[config.mk]
export PLATFORM = sky130hd
export DESIGN_NAME = intc_twobank
export DESIGN_NICKNAME = d
export VERILOG_FILES = /design/src/rtl/intc_twobank_pkg.sv /design/src/rtl/intc_cfg_regs.sv /design/src/rtl/intc_rd_mux.sv /design/src/rtl/intc_out_gen.sv /design/src/rtl/intc_twobank.sv
export SDC_FILE = /design/constraint.sdc
export NUM_CORES = 1
export LEC_CHECK = 0
export BUFFER_PORTS_ARGS = -buffer_cell sky130_fd_sc_hd__buf_2
export CAP_MARGIN = 0
export CORE_MARGIN = 4
export CORE_UTILIZATION = 56
export DETAILED_ROUTE_END_ITERATION = 7
export MAX_ROUTING_LAYER = met4
export PLACE_DENSITY_LB_ADDON = 0.1
export SETUP_SLACK_MARGIN = 0.3
export SLEW_MARGIN = 10
export SYNTH_ARGS = -nofsm -noshare
export SYNTH_HDL_FRONTEND = slang
export SYNTH_SLANG_ARGS = --single-unit
[constraint.sdc]
create_clock -name clk -period 2.5 [get_ports clk]
set_clock_uncertainty 0.2 [all_clocks]
set_input_delay 0.25 -clock clk [delete_from_list [all_inputs] [get_ports clk]]
set_output_delay 0.25 -clock clk [all_outputs]
set_load 0.01 [all_outputs]
[src/rtl/intc_twobank_pkg.sv]
package intc_twobank_pkg;

    // Decoded register selection
    typedef enum logic [3:0] {
        SEL_NONE,
        SEL_SUMMARY,
        SEL_PEND_LO,
        SEL_PEND_HI,
        SEL_FAST_CTL,
        SEL_EN_LO,
        SEL_EN_HI,
        SEL_EN_LOC,
        SEL_DIS_LO,
        SEL_DIS_HI,
        SEL_DIS_LOC
    } reg_sel_e;

    localparam int unsigned MIRROR_N = 11;

    // Word-aligned byte offsets; anything else selects nothing
    function automatic reg_sel_e decode_ofs(input logic [7:0] ofs);
        case (ofs)
            8'h00:   return SEL_SUMMARY;
            8'h04:   return SEL_PEND_LO;
            8'h08:   return SEL_PEND_HI;
            8'h0C:   return SEL_FAST_CTL;
            8'h10:   return SEL_EN_LO;
            8'h14:   return SEL_EN_HI;
            8'h18:   return SEL_EN_LOC;
            8'h1C:   return SEL_DIS_LO;
            8'h20:   return SEL_DIS_HI;
            8'h24:   return SEL_DIS_LOC;
            default: return SEL_NONE;
        endcase
    endfunction

    function automatic reg_sel_e en_sel_of_bank(input int b);
        return (b == 0) ? SEL_EN_LO : SEL_EN_HI;
    endfunction

    function automatic reg_sel_e dis_sel_of_bank(input int b);
        return (b == 0) ? SEL_DIS_LO : SEL_DIS_HI;
    endfunction

    // Peripheral line copied into summary bit (10 + k)
    function automatic int unsigned mirror_src(input int unsigned k);
        case (k)
            0:       return 7;
            1:       return 9;
            2:       return 10;
            3:       return 18;
            4:       return 19;
            5:       return 53;
            6:       return 54;
            7:       return 55;
            8:       return 56;
            9:       return 57;
            default: return 62;
        endcase
    endfunction

endpackage

[src/rtl/intc_cfg_regs.sv]
module intc_cfg_regs
    import intc_twobank_pkg::*;
#(
    parameter int unsigned WORD_W   = 32,
    parameter int unsigned PERIPH_N = 64,
    parameter int unsigned LOCAL_N  = 8,
    parameter int unsigned SEL_W    = 7
) (
    input  logic                clk,
    input  logic                rst_n,
    input  logic                wr_en,
    input  reg_sel_e            sel,
    input  logic [WORD_W-1:0]   wdata,
    output logic [PERIPH_N-1:0] pen_mask,
    output logic [LOCAL_N-1:0]  loc_mask,
    output logic                fast_en,
    output logic [SEL_W-1:0]    fast_sel
);
    localparam int unsigned N_BANKS = PERIPH_N / WORD_W;

    typedef struct packed {
        logic [PERIPH_N-1:0] pen;
        logic [LOCAL_N-1:0]  len;
        logic                fen;
        logic [SEL_W-1:0]    fsel;
    } cfg_t;

    cfg_t st_d, st_q;

    always_comb begin
        st_d = st_q;
        if (wr_en) begin
            for (int b = 0; b < N_BANKS; b++) begin
                if (sel == en_sel_of_bank(b))
                    st_d.pen[b*WORD_W +: WORD_W] = st_q.pen[b*WORD_W +: WORD_W] | wdata;
                if (sel == dis_sel_of_bank(b))
                    st_d.pen[b*WORD_W +: WORD_W] = st_q.pen[b*WORD_W +: WORD_W] & ~wdata;
            end
            case (sel)
                SEL_EN_LOC:   st_d.len = st_q.len | wdata[LOCAL_N-1:0];
                SEL_DIS_LOC:  st_d.len = st_q.len & ~wdata[LOCAL_N-1:0];
                SEL_FAST_CTL: begin
                    st_d.fsel = wdata[SEL_W-1:0];
                    st_d.fen  = wdata[SEL_W];
                end
                default: ;
            endcase
        end
    end

    always_ff @(posedge clk) begin
        if (!rst_n) st_q <= '0;
        else        st_q <= st_d;
    end

    assign pen_mask = st_q.pen;
    assign loc_mask = st_q.len;
    assign fast_en  = st_q.fen;
    assign fast_sel = st_q.fsel;

    // a set write keeps the old ones and adds the written ones
    a_r2_set_lo: assert property (@(posedge clk) disable iff (!rst_n)
        (wr_en && sel == SEL_EN_LO) |=>
            ((st_q.pen[WORD_W-1:0] & $past(st_q.pen[WORD_W-1:0])) == $past(st_q.pen[WORD_W-1:0]))
            && ((st_q.pen[WORD_W-1:0] & $past(wdata)) == $past(wdata)));

    // a clear write leaves none of the written ones set
    a_r3_clear_hi: assert property (@(posedge clk) disable iff (!rst_n)
        (wr_en && sel == SEL_DIS_HI) |=>
            ((st_q.pen[2*WORD_W-1:WORD_W] & $past(wdata)) == '0));

    // writes to unmapped offsets leave all configuration alone
    a_r10_no_write: assert property (@(posedge clk) disable iff (!rst_n)
        (wr_en && sel == SEL_NONE) |=> $stable(st_q));

endmodule

[src/rtl/intc_rd_mux.sv]
module intc_rd_mux
    import intc_twobank_pkg::*;
#(
    parameter int unsigned WORD_W   = 32,
    parameter int unsigned PERIPH_N = 64,
    parameter int unsigned LOCAL_N  = 8,
    parameter int unsigned SEL_W    = 7
) (
    input  logic                clk,
    input  logic                rst_n,
    input  logic                rd_en,
    input  reg_sel_e            sel,
    input  logic [PERIPH_N-1:0] plvl,
    input  logic [LOCAL_N-1:0]  llvl,
    input  logic [PERIPH_N-1:0] pen_mask,
    input  logic [LOCAL_N-1:0]  loc_mask,
    input  logic                fast_en,
    input  logic [SEL_W-1:0]    fast_sel,
    output logic [WORD_W-1:0]   rd_data
);
    logic [PERIPH_N-1:0] pend;
    logic [LOCAL_N-1:0]  lpend;
    logic [MIRROR_N-1:0] mirror;
    logic [WORD_W-1:0]   rd_d, rd_q;

    assign pend  = plvl & pen_mask;
    assign lpend = llvl & loc_mask;

    for (genvar k = 0; k < MIRROR_N; k++) begin : g_mirror
        assign mirror[k] = pend[mirror_src(k)];
    end

    always_comb begin
        rd_d = rd_q;
        if (rd_en) begin
            case (sel)
                SEL_SUMMARY:  rd_d = WORD_W'({mirror,
                                              |pend[2*WORD_W-1:WORD_W],
                                              |pend[WORD_W-1:0],
                                              lpend});
                SEL_PEND_LO:  rd_d = pend[WORD_W-1:0];
                SEL_PEND_HI:  rd_d = pend[2*WORD_W-1:WORD_W];
                SEL_FAST_CTL: rd_d = WORD_W'({fast_en, fast_sel});
                SEL_EN_LO:    rd_d = pen_mask[WORD_W-1:0];
                SEL_EN_HI:    rd_d = pen_mask[2*WORD_W-1:WORD_W];
                SEL_EN_LOC:   rd_d = WORD_W'(loc_mask);
                SEL_DIS_LO:   rd_d = ~pen_mask[WORD_W-1:0];
                SEL_DIS_HI:   rd_d = ~pen_mask[2*WORD_W-1:WORD_W];
                SEL_DIS_LOC:  rd_d = ~WORD_W'(loc_mask);
                default:      rd_d = '0;
            endcase
        end
    end

    always_ff @(posedge clk) begin
        if (!rst_n) rd_q <= '0;
        else        rd_q <= rd_d;
    end

    assign rd_data = rd_q;

    // pending view never shows a line whose level was low
    a_r5_pend_subset: assert property (@(posedge clk) disable iff (!rst_n)
        (rd_en && sel == SEL_PEND_LO) |=> ((rd_data & ~$past(plvl[WORD_W-1:0])) == '0));

    // unmapped reads return zero
    a_r10_read_zero: assert property (@(posedge clk) disable iff (!rst_n)
        (rd_en && sel == SEL_NONE) |=> (rd_data == '0));

    // read data holds when no read is accepted
    a_r11_hold: assert property (@(posedge clk) disable iff (!rst_n)
        !rd_en |=> $stable(rd_data));

endmodule

[src/rtl/intc_out_gen.sv]
module intc_out_gen #(
    parameter int unsigned PERIPH_N = 64,
    parameter int unsigned LOCAL_N  = 8,
    parameter int unsigned SEL_W    = 7
) (
    input  logic                clk,
    input  logic                rst_n,
    input  logic [PERIPH_N-1:0] plvl,
    input  logic [LOCAL_N-1:0]  llvl,
    input  logic [PERIPH_N-1:0] pen_mask,
    input  logic [LOCAL_N-1:0]  loc_mask,
    input  logic                fast_en,
    input  logic [SEL_W-1:0]    fast_sel,
    output logic                irq,
    output logic                fast_irq
);
    localparam int unsigned PIDX_W = $clog2(PERIPH_N);
    localparam int unsigned LIDX_W = $clog2(LOCAL_N);
    localparam logic [SEL_W-1:0] LOC_BASE = SEL_W'(PERIPH_N);
    localparam logic [SEL_W-1:0] LOC_END  = SEL_W'(PERIPH_N + LOCAL_N);

    typedef struct packed {
        logic irq;
        logic fast;
    } out_t;

    out_t o_d, o_q;
    logic fast_src;

    always_comb begin
        fast_src = 1'b0;
        if (fast_sel < LOC_BASE)
            fast_src = plvl[fast_sel[PIDX_W-1:0]];
        else if (fast_sel < LOC_END)
            fast_src = llvl[LIDX_W'(fast_sel - LOC_BASE)];
    end

    always_comb begin
        o_d.irq  = (|(plvl & pen_mask)) || (|(llvl & loc_mask));
        o_d.fast = fast_en && fast_src;
    end

    always_ff @(posedge clk) begin
        if (!rst_n) o_q <= '0;
        else        o_q <= o_d;
    end

    assign irq      = o_q.irq;
    assign fast_irq = o_q.fast;

    // a request needs some line high one cycle earlier
    a_r7_irq_source: assert property (@(posedge clk) disable iff (!rst_n)
        irq |-> $past((|plvl) || (|llvl)));

    // disabled fast path stays low
    a_r8_fast_off: assert property (@(posedge clk) disable iff (!rst_n)
        !fast_en |=> !fast_irq);

    // selected peripheral line drives the fast output regardless of masks
    a_r8_fast_periph: assert property (@(posedge clk) disable iff (!rst_n)
        (fast_en && fast_sel < LOC_BASE && plvl[fast_sel[PIDX_W-1:0]]) |=> fast_irq);

    // select codes past the last local line route nothing
    a_r9_no_source: assert property (@(posedge clk) disable iff (!rst_n)
        (fast_sel >= LOC_END) |=> !fast_irq);

endmodule

[src/rtl/intc_twobank.sv]
module intc_twobank
    import intc_twobank_pkg::*;
#(
    parameter int unsigned ADDR_W   = 12,
    parameter int unsigned WORD_W   = 32,
    parameter int unsigned PERIPH_N = 64,
    parameter int unsigned LOCAL_N  = 8,
    parameter int unsigned SEL_W    = 7
) (
    input  logic                clk,
    input  logic                rst_n,
    input  logic                req_valid_i,
    input  logic                req_write_i,
    input  logic [ADDR_W-1:0]   req_addr_i,
    input  logic [WORD_W-1:0]   req_wdata_i,
    input  logic [PERIPH_N-1:0] periph_lvl_i,
    input  logic [LOCAL_N-1:0]  local_lvl_i,
    output logic [WORD_W-1:0]   rd_data_o,
    output logic                irq_o,
    output logic                fast_irq_o
);
    localparam int unsigned OFS_BITS = 8;

    logic                in_window;
    reg_sel_e            sel;
    logic                wr_en, rd_en;
    logic [PERIPH_N-1:0] pen_mask;
    logic [LOCAL_N-1:0]  loc_mask;
    logic                fast_en;
    logic [SEL_W-1:0]    fast_sel;

    assign in_window = (req_addr_i[ADDR_W-1:OFS_BITS] == '0);
    assign sel       = in_window ? decode_ofs(req_addr_i[OFS_BITS-1:0]) : SEL_NONE;
    assign wr_en     = req_valid_i && req_write_i;
    assign rd_en     = req_valid_i && !req_write_i;

    intc_cfg_regs #(
        .WORD_W(WORD_W), .PERIPH_N(PERIPH_N), .LOCAL_N(LOCAL_N), .SEL_W(SEL_W)
    ) cfg_i (
        .clk(clk), .rst_n(rst_n), .wr_en(wr_en), .sel(sel), .wdata(req_wdata_i),
        .pen_mask(pen_mask), .loc_mask(loc_mask),
        .fast_en(fast_en), .fast_sel(fast_sel)
    );

    intc_rd_mux #(
        .WORD_W(WORD_W), .PERIPH_N(PERIPH_N), .LOCAL_N(LOCAL_N), .SEL_W(SEL_W)
    ) rd_i (
        .clk(clk), .rst_n(rst_n), .rd_en(rd_en), .sel(sel),
        .plvl(periph_lvl_i), .llvl(local_lvl_i),
        .pen_mask(pen_mask), .loc_mask(loc_mask),
        .fast_en(fast_en), .fast_sel(fast_sel),
        .rd_data(rd_data_o)
    );

    intc_out_gen #(
        .PERIPH_N(PERIPH_N), .LOCAL_N(LOCAL_N), .SEL_W(SEL_W)
    ) out_i (
        .clk(clk), .rst_n(rst_n),
        .plvl(periph_lvl_i), .llvl(local_lvl_i),
        .pen_mask(pen_mask), .loc_mask(loc_mask),
        .fast_en(fast_en), .fast_sel(fast_sel),
        .irq(irq_o), .fast_irq(fast_irq_o)
    );

    // first cycle out of reset has both requests low
    a_r1_quiet_after_reset: assert property (@(posedge clk) disable iff (!rst_n)
        $rose(rst_n) |-> (!irq_o && !fast_irq_o && rd_data_o == '0));

endmodule

==> results.tsv, run 1 <==
metric	value	unit
outcome	finished with violations	
failing checks	DRC	
Worst setup SP type	flip-flop	
Post-synth ARST share	0	%
WHS	0.0332	ns
# Max-Cap Violations	0	
Relative slew margins	62.0	%
hpwl dp	23600	um
pwr dens	478	nW/um^2
slowest stage delay, CP	0.53	ns
Vias/cell	7.13	
crit end category	flip-flop	
PortBufs	153	
Peak Freq	460	MHz
RSZ-0062 raised after global routing	true	
DIE AREA	15000	sq um
dpl ws	0.107	ns
Synth Net Count	1059	
Post-Syn Instances	939	
R2R Path Start	cfg_i.fast_sel[1]	
Post-Syn Area per Cell	7.83	sq um
Top Ports	154	
register area share after synthesis	31.0	%
Seq pwr share	39.4	%
Initial Util	57.8	%
fin area	9630	sq um
Core Area	12700	sq um
fin cells	1320	
most frequent CP cell	mux4_2	
Clk Latency, worst-skew pair	0.43	ns
area post-placement	8640	sq um
NetSw	1.22	mW
crit path kind	reg -> reg	
Synth area leaders	dfxtp_1 (31%), a21oi_1 (9.3%), nand2_1 (6.7%)	
Tmin final	2.17	ns
global-route wire length before repair	50700	um
worst min-delay path class	in -> reg	
post-synth top area share	31.0	%
setup violators final	0	
Critical path origin	cfg_i.fast_sel[1]	
Clock Power Share	50.0	%
Slowest-stage cell, CP	mux4_2	
Reg-to-Reg End	out_i.fast_irq	
Fill cells	1018	
antenna-violating nets left	0	
Main synth FF type	dfxtp_1	
Root Driver	clkbuf_16	
flops & latches, synth	114	
initial antenna violation count	0	
overall power	4.61	mW
Final Max Tran Viols	0	
Sw Ratio	26.4	%
share of layout cells above drive strength 1	25.9	%
final worst slack	0.327	ns
CTS Buf Count	17	
CTS tree	yes	
via count	9409	
reg2reg setup slack	0.33	ns
clk buf depth	2	
DRC	2	
most common cell in the netlist	a21oi_1	
Setup TNS	0	ns
Final nets	1256	
die extent in x	123	um
RD Place Congestion	1.06	
crit path max fanout	6	
final cycle utilization of the critical path	86.9	%
Post-synth top cells	a21oi_1 (137), nand2_1 (131), dfxtp_1 (114), nand3_1 (57), nor2_1 (51)	
Int Pwr	3.39	mW
VDD IR-drop max	457	uV
critical path cell sequence	buf_12 > mux4_2 > mux4_2 > mux2i_1 > o221ai_1	
largest net degree at the start of global routing	65	
Mapped Area	7360	sq um
GRT Overall Usage	45.8	%
WP data required	2.59	ns
EDFF count, synth	0	
Area Overhead vs Synth	30.9	%
wire per inst	25.4	um
Overflow after GRT	0	
H-Tree Level Count	4	
reg2reg path depth	5	
Synth Warn #	0	
Rows	41	
Netlist cell types	64	
Pre-antenna DRT Iters	8	
Clock Pin Slew Worst Setup and Hold Paths	0.06	ns
combinational share of power	10.6	%
WP data arrival	2.27	ns
placed cell count	1249	
static leakage	3.48	nW
clock sink count	114	
vias in the first global route	8890	
height of the chip	123	um
diode count	0	
Worst Tran Pin Value	0.564	ns
area leader, netlist	dfxtp_1	
Worst Setup EP	out_i.fast_irq	
Final Util	75.7	%
initial DRC count	1504	
Total Wirelength	33500	um
Hold Vio Cnt, Final	0	
## routing by layer
metal / part of all wire [%] / wire [um] / up-vias / GRT usage (%)
met1: 35 / 11800 / 4306 / 56.5
met4: 6.5 / 2190 / 0 / 24.4
met3: 14 / 4760 / 213 / 12.1
li1: - / - / 4004 / -
met5: 0 / 0 / - / -
met2: 44 / 14800 / 886 / 68.7
## layout by cell type (no fill, tap or decap), types with 7 or more instances in the layout
| cell type | n |
|---|---|
| a21oi_1 | 137 |
| a22oi_1 | 24 |
| a311oi_1 | 43 |
| a31oi_1 | 23 |
| and2_1 | 15 |
| and3_1 | 7 |
| and3b_1 | 8 |
| buf_12 | 11 |
| buf_2 | 153 |
| buf_4 | 58 |
| clkbuf_16 | 17 |
| dfxtp_1 | 113 |
| dlygate4sd3_1 | 35 |
| inv_1 | 11 |
| mux2i_1 | 19 |
| mux4_2 | 19 |
| nand2_1 | 131 |
| nand3_1 | 57 |
| nand4_1 | 9 |
| nor2_1 | 51 |
| nor2b_1 | 8 |
| o211ai_1 | 12 |
| o21ai_0 | 45 |
| o221ai_1 | 9 |
| o22ai_1 | 11 |
| o31a_1 | 8 |
## final cells by class
class / instances / area (sq um) / share of cell area, %
tap: 172 / 215 / 2.23
sequential: 114 / 2290 / 23.7
multi-input combinational: 733 / 4730 / 49.1
clock inverter: 13 / 114 / 1.18
timing repair buffer: 258 / 1800 / 18.7
clock buffer: 18 / 439 / 4.56
inverter: 12 / 45.0 / 0.468
## how the worst min path moves through the flow
stage / slack (ns) / end / cells past startpoint / from
6_report: 0.03 / out_i.irq / 3 / local_lvl_i[1]
5_1_grt: 0.04 / out_i.irq / 3 / local_lvl_i[1]
4_1_cts: 0.03 / out_i.irq / 3 / local_lvl_i[1]
3_5_place_dp: 0.25 / rd_i.rd_data[21] / 2 / rd_i.rd_data[21]
3_3_place_gp: 0.24 / rd_i.rd_data[25] / 2 / rd_i.rd_data[25]
2_1_floorplan: 0.16 / flip-flop / 1 / req_wdata_i[0]
## critical path, delay by kind of cell (launching register included)
family	cells	cell delay [ns]
AO/OA/AOI/OAI	1	0.13
buffers and inverters	1	0.14
flip-flops	1	0.35
multiplexers	3	1.21
## power by group through the flow
stage	clock network [mW]	logic, mW	registers (mW)
2_1_floorplan	0	0.167	1.86
3_3_place_gp	0	0.416	1.86
3_5_place_dp	0	0.417	1.86
4_1_cts	2.30	0.460	1.82
5_1_grt	2.40	0.504	1.82
6_report	2.30	0.487	1.82
## kinds of logic (layout without fill, tap and decap cells)
kind of cell	Yosys count	after routing	share of synthesized area (%)
compound gates	360	360	31.7
simple gates	330	330	22.6
flops	114	114	31.0
buf+inv	92	301	5.54
mux	42	42	9.01
xor+xnor	1	1	0.119
## repair_timing
item,CTS,global route
gates resized for setup,1,2
pin swaps,0,1
cloned,1,0
endpoints found under the hold margin,78,0
hold buffers,35,0
setup buffers,1,3
setup endpoints to repair,1,2
No activity file was read; power rests on OpenSTA's default activity.
==> run 2: changes to the inputs <==
--- a/config.mk
+++ b/config.mk
@@ -10,7 +10,7 @@
 export CORE_MARGIN = 4
 export CORE_UTILIZATION = 56
 export DETAILED_ROUTE_END_ITERATION = 7
-export MAX_ROUTING_LAYER = met4
+export GPL_ROUTABILITY_DRIVEN = 1
 export PLACE_DENSITY_LB_ADDON = 0.1
 export SETUP_SLACK_MARGIN = 0.3
 export SLEW_MARGIN = 10
==> run 2 against run 1 <==
Net effect: design area fell by 0.14%; maximum frequency rose by 0.25%; largest cell class unchanged; cell count fell by 0.38%; the run now ends clean; clock-buffer cell count unchanged.
==> results.tsv, run 2 (synthesis results as in run 1) <==
metric	value	unit	change
CTS tree	yes		unchanged
# Max-Cap Violations	0		unchanged
HP Start	periph_lvl_i[18]		was local_lvl_i[1]
Worst setup SP type	flip-flop		unchanged
Worst Tran Pin Value	0.499	ns	was 0.564 ns
crit end category	flip-flop		unchanged
Tmin final	2.17	ns	about the same
clock sink count	114		unchanged
Peak Freq	461	MHz	was 460 MHz
final cycle utilization of the critical path	86.7	%	was 86.9%
diode count	0		unchanged
GRT Overall Usage	43.4	%	was 45.8%
Final nets	1250		was 1256
die extent in x	123	um	unchanged
fin area	9620	sq um	was 9630 sq um
Slowest-stage cell, CP	mux4_2		unchanged
CP delay by family, top	multiplexers		unchanged
Clock Pin Slew Worst Setup and Hold Paths	0.06	ns	about the same
RD Place Congestion	1.03		was 1.06
worst min-delay path class	in -> reg		unchanged
global-route wire length before repair	49300	um	was 50700 um
Top Ports	154		unchanged
slowest stage delay, CP	0.55	ns	was 0.53 ns
outcome	complete, no violations		was finished with violations
Root Driver	clkbuf_16		unchanged
pwr dens	508	nW/um^2	was 478 nW/um^2
H-Tree Level Count	4		unchanged
largest net degree at the start of global routing	65		unchanged
CTS Buf Count	17		unchanged
Final Max Tran Viols	0		unchanged
initial antenna violation count	0		unchanged
Total Wirelength	32900	um	was 33500 um
share of layout cells above drive strength 1	25.8	%	was 25.9%
antenna-violating nets left	0		unchanged
DIE AREA	15000	sq um	unchanged
static leakage	3.47	nW	was 3.48 nW
WP data arrival	2.27	ns	about the same
commonest non-fill, non-tap cell in the layout	buf_2		unchanged
via count	9319		was 9409
WP data required	2.60	ns	was 2.59 ns
Relative slew margins	66.4	%	was 62.0%
Vias/cell	7.09		was 7.13
Final Util	75.6	%	was 75.7%
initial DRC count	1461		was 1504
setup violators final	0		unchanged
area post-placement	8610	sq um	was 8640 sq um
Hold Vio Cnt, Final	0		unchanged
wire per inst	25.0	um	was 25.4 um
critical path cell sequence	buf_12 > mux4_2 > mux4_2 > mux2i_1 > o221ai_1		unchanged
vias in the first global route	8647		was 8890
WP buf/inv	1		unchanged
Overflow after GRT	0		unchanged
hpwl dp	23300	um	was 23600 um
Area Overhead vs Synth	30.7	%	was 30.9%
VDD IR-drop max	463	uV	was 457 uV
R2R Path Start	cfg_i.fast_sel[1]		unchanged
DRC	0		was 2
final worst slack	0.333	ns	was 0.327 ns
Pre-antenna DRT Iters	7		was 8
Rows	41		unchanged
height of the chip	123	um	unchanged
PortBufs	153		unchanged
WHS	0.0138	ns	was 0.0332 ns
dpl ws	0.0293	ns	was 0.107 ns
Core Area	12700	sq um	unchanged
Clk Latency, worst-skew pair	0.43	ns	about the same
Fill cells	952		was 1018
RSZ-0062 raised after global routing	true		unchanged
Initial Util	57.8	%	unchanged
crit path max fanout	5		was 6
clk buf depth	2		unchanged
Setup TNS	0	ns	unchanged
most frequent cells in the layout	buf_2 (153), a21oi_1 (137), nand2_1 (131)		unchanged
most frequent CP cell	mux4_2		unchanged
crit path kind	reg -> reg		unchanged
Critical path origin	cfg_i.fast_sel[1]		unchanged
==> run 2: cell count changes in the layout (fill, tap and decap cells not counted) <==
cell	previous run	this run
inv_6	1	4
clkinv_4	4	2
clkinv_2	5	1
clkinvlp_4	2	4
bufinv_16	1	3
buf_12	11	9
buf_4	58	57
dlygate4sd3_1	35	32
==> run 2: path summary, 6_finish.rpt <==
kind                                          to  slack, ns  cells past startpoint
worst max-delay path              out_i.fast_irq       0.33                      5
worst min-delay path            rd_i.rd_data[13]       0.01                      3
worst max register to register    out_i.fast_irq       0.33                      5
worst min register to register  rd_i.rd_data[25]       0.25                      2
==> run 2: final cells by class <==
class                      instances  area, sq um  share of cell area [%]
inverter                          12         45.0                   0.468
clock inverter                    14          178                    1.85
timing repair buffer             252         1730                    18.0
tap                              172          215                    2.24
clock buffer                      18          439                    4.57
sequential                       114         2290                    23.8
multi-input combinational        733         4730                    49.2
==> run 2: what timing repair did <==
item | CTS | global route
setup buffers | 1 | 1
hold buffers | 32 | 0
gates resized for setup | 2 | 1
endpoints found under the setup margin | 2 | 1
cloned | 1 | 0
endpoints found under the hold margin | 76 | 0
pin swaps | 0 | 1
==> run 2: tightest hold or removal path, stage by stage <==
cell and delay, ns:
buf_2 0.13, nand3_1 0.09, a41oi_1 0.12
==> run 2: stage by stage <==
stage          power, mW  cells
3_3_place_gp        2.27   1248
5_1_grt             5.00   1315
4_1_cts             4.85   1314
3_5_place_dp        2.27   1248
2_1_floorplan       2.02    939
6_report            4.89   1315
==> run 2: power by group <==
part / leakage [nW] / switching (mW) / internal, mW
registers: 0.918 / 0.000214 / 1.82
logic: 2.26 / 0.290 / 0.189
clock network: 0.290 / 0.988 / 1.61
==> run 2: per-layer routing <==
| layer | global-route usage (%) | vias to the layer above | share of wire [%] |
|---|---|---|---|
| met5 | 0 | - | 0 |
| met2 | 67.0 | 890 | 44 |
| li1 | - | 3997 | - |
| met1 | 54.3 | 4191 | 35 |
| met4 | 24.5 | 0 | 6.7 |
| met3 | 12.5 | 241 | 15 |
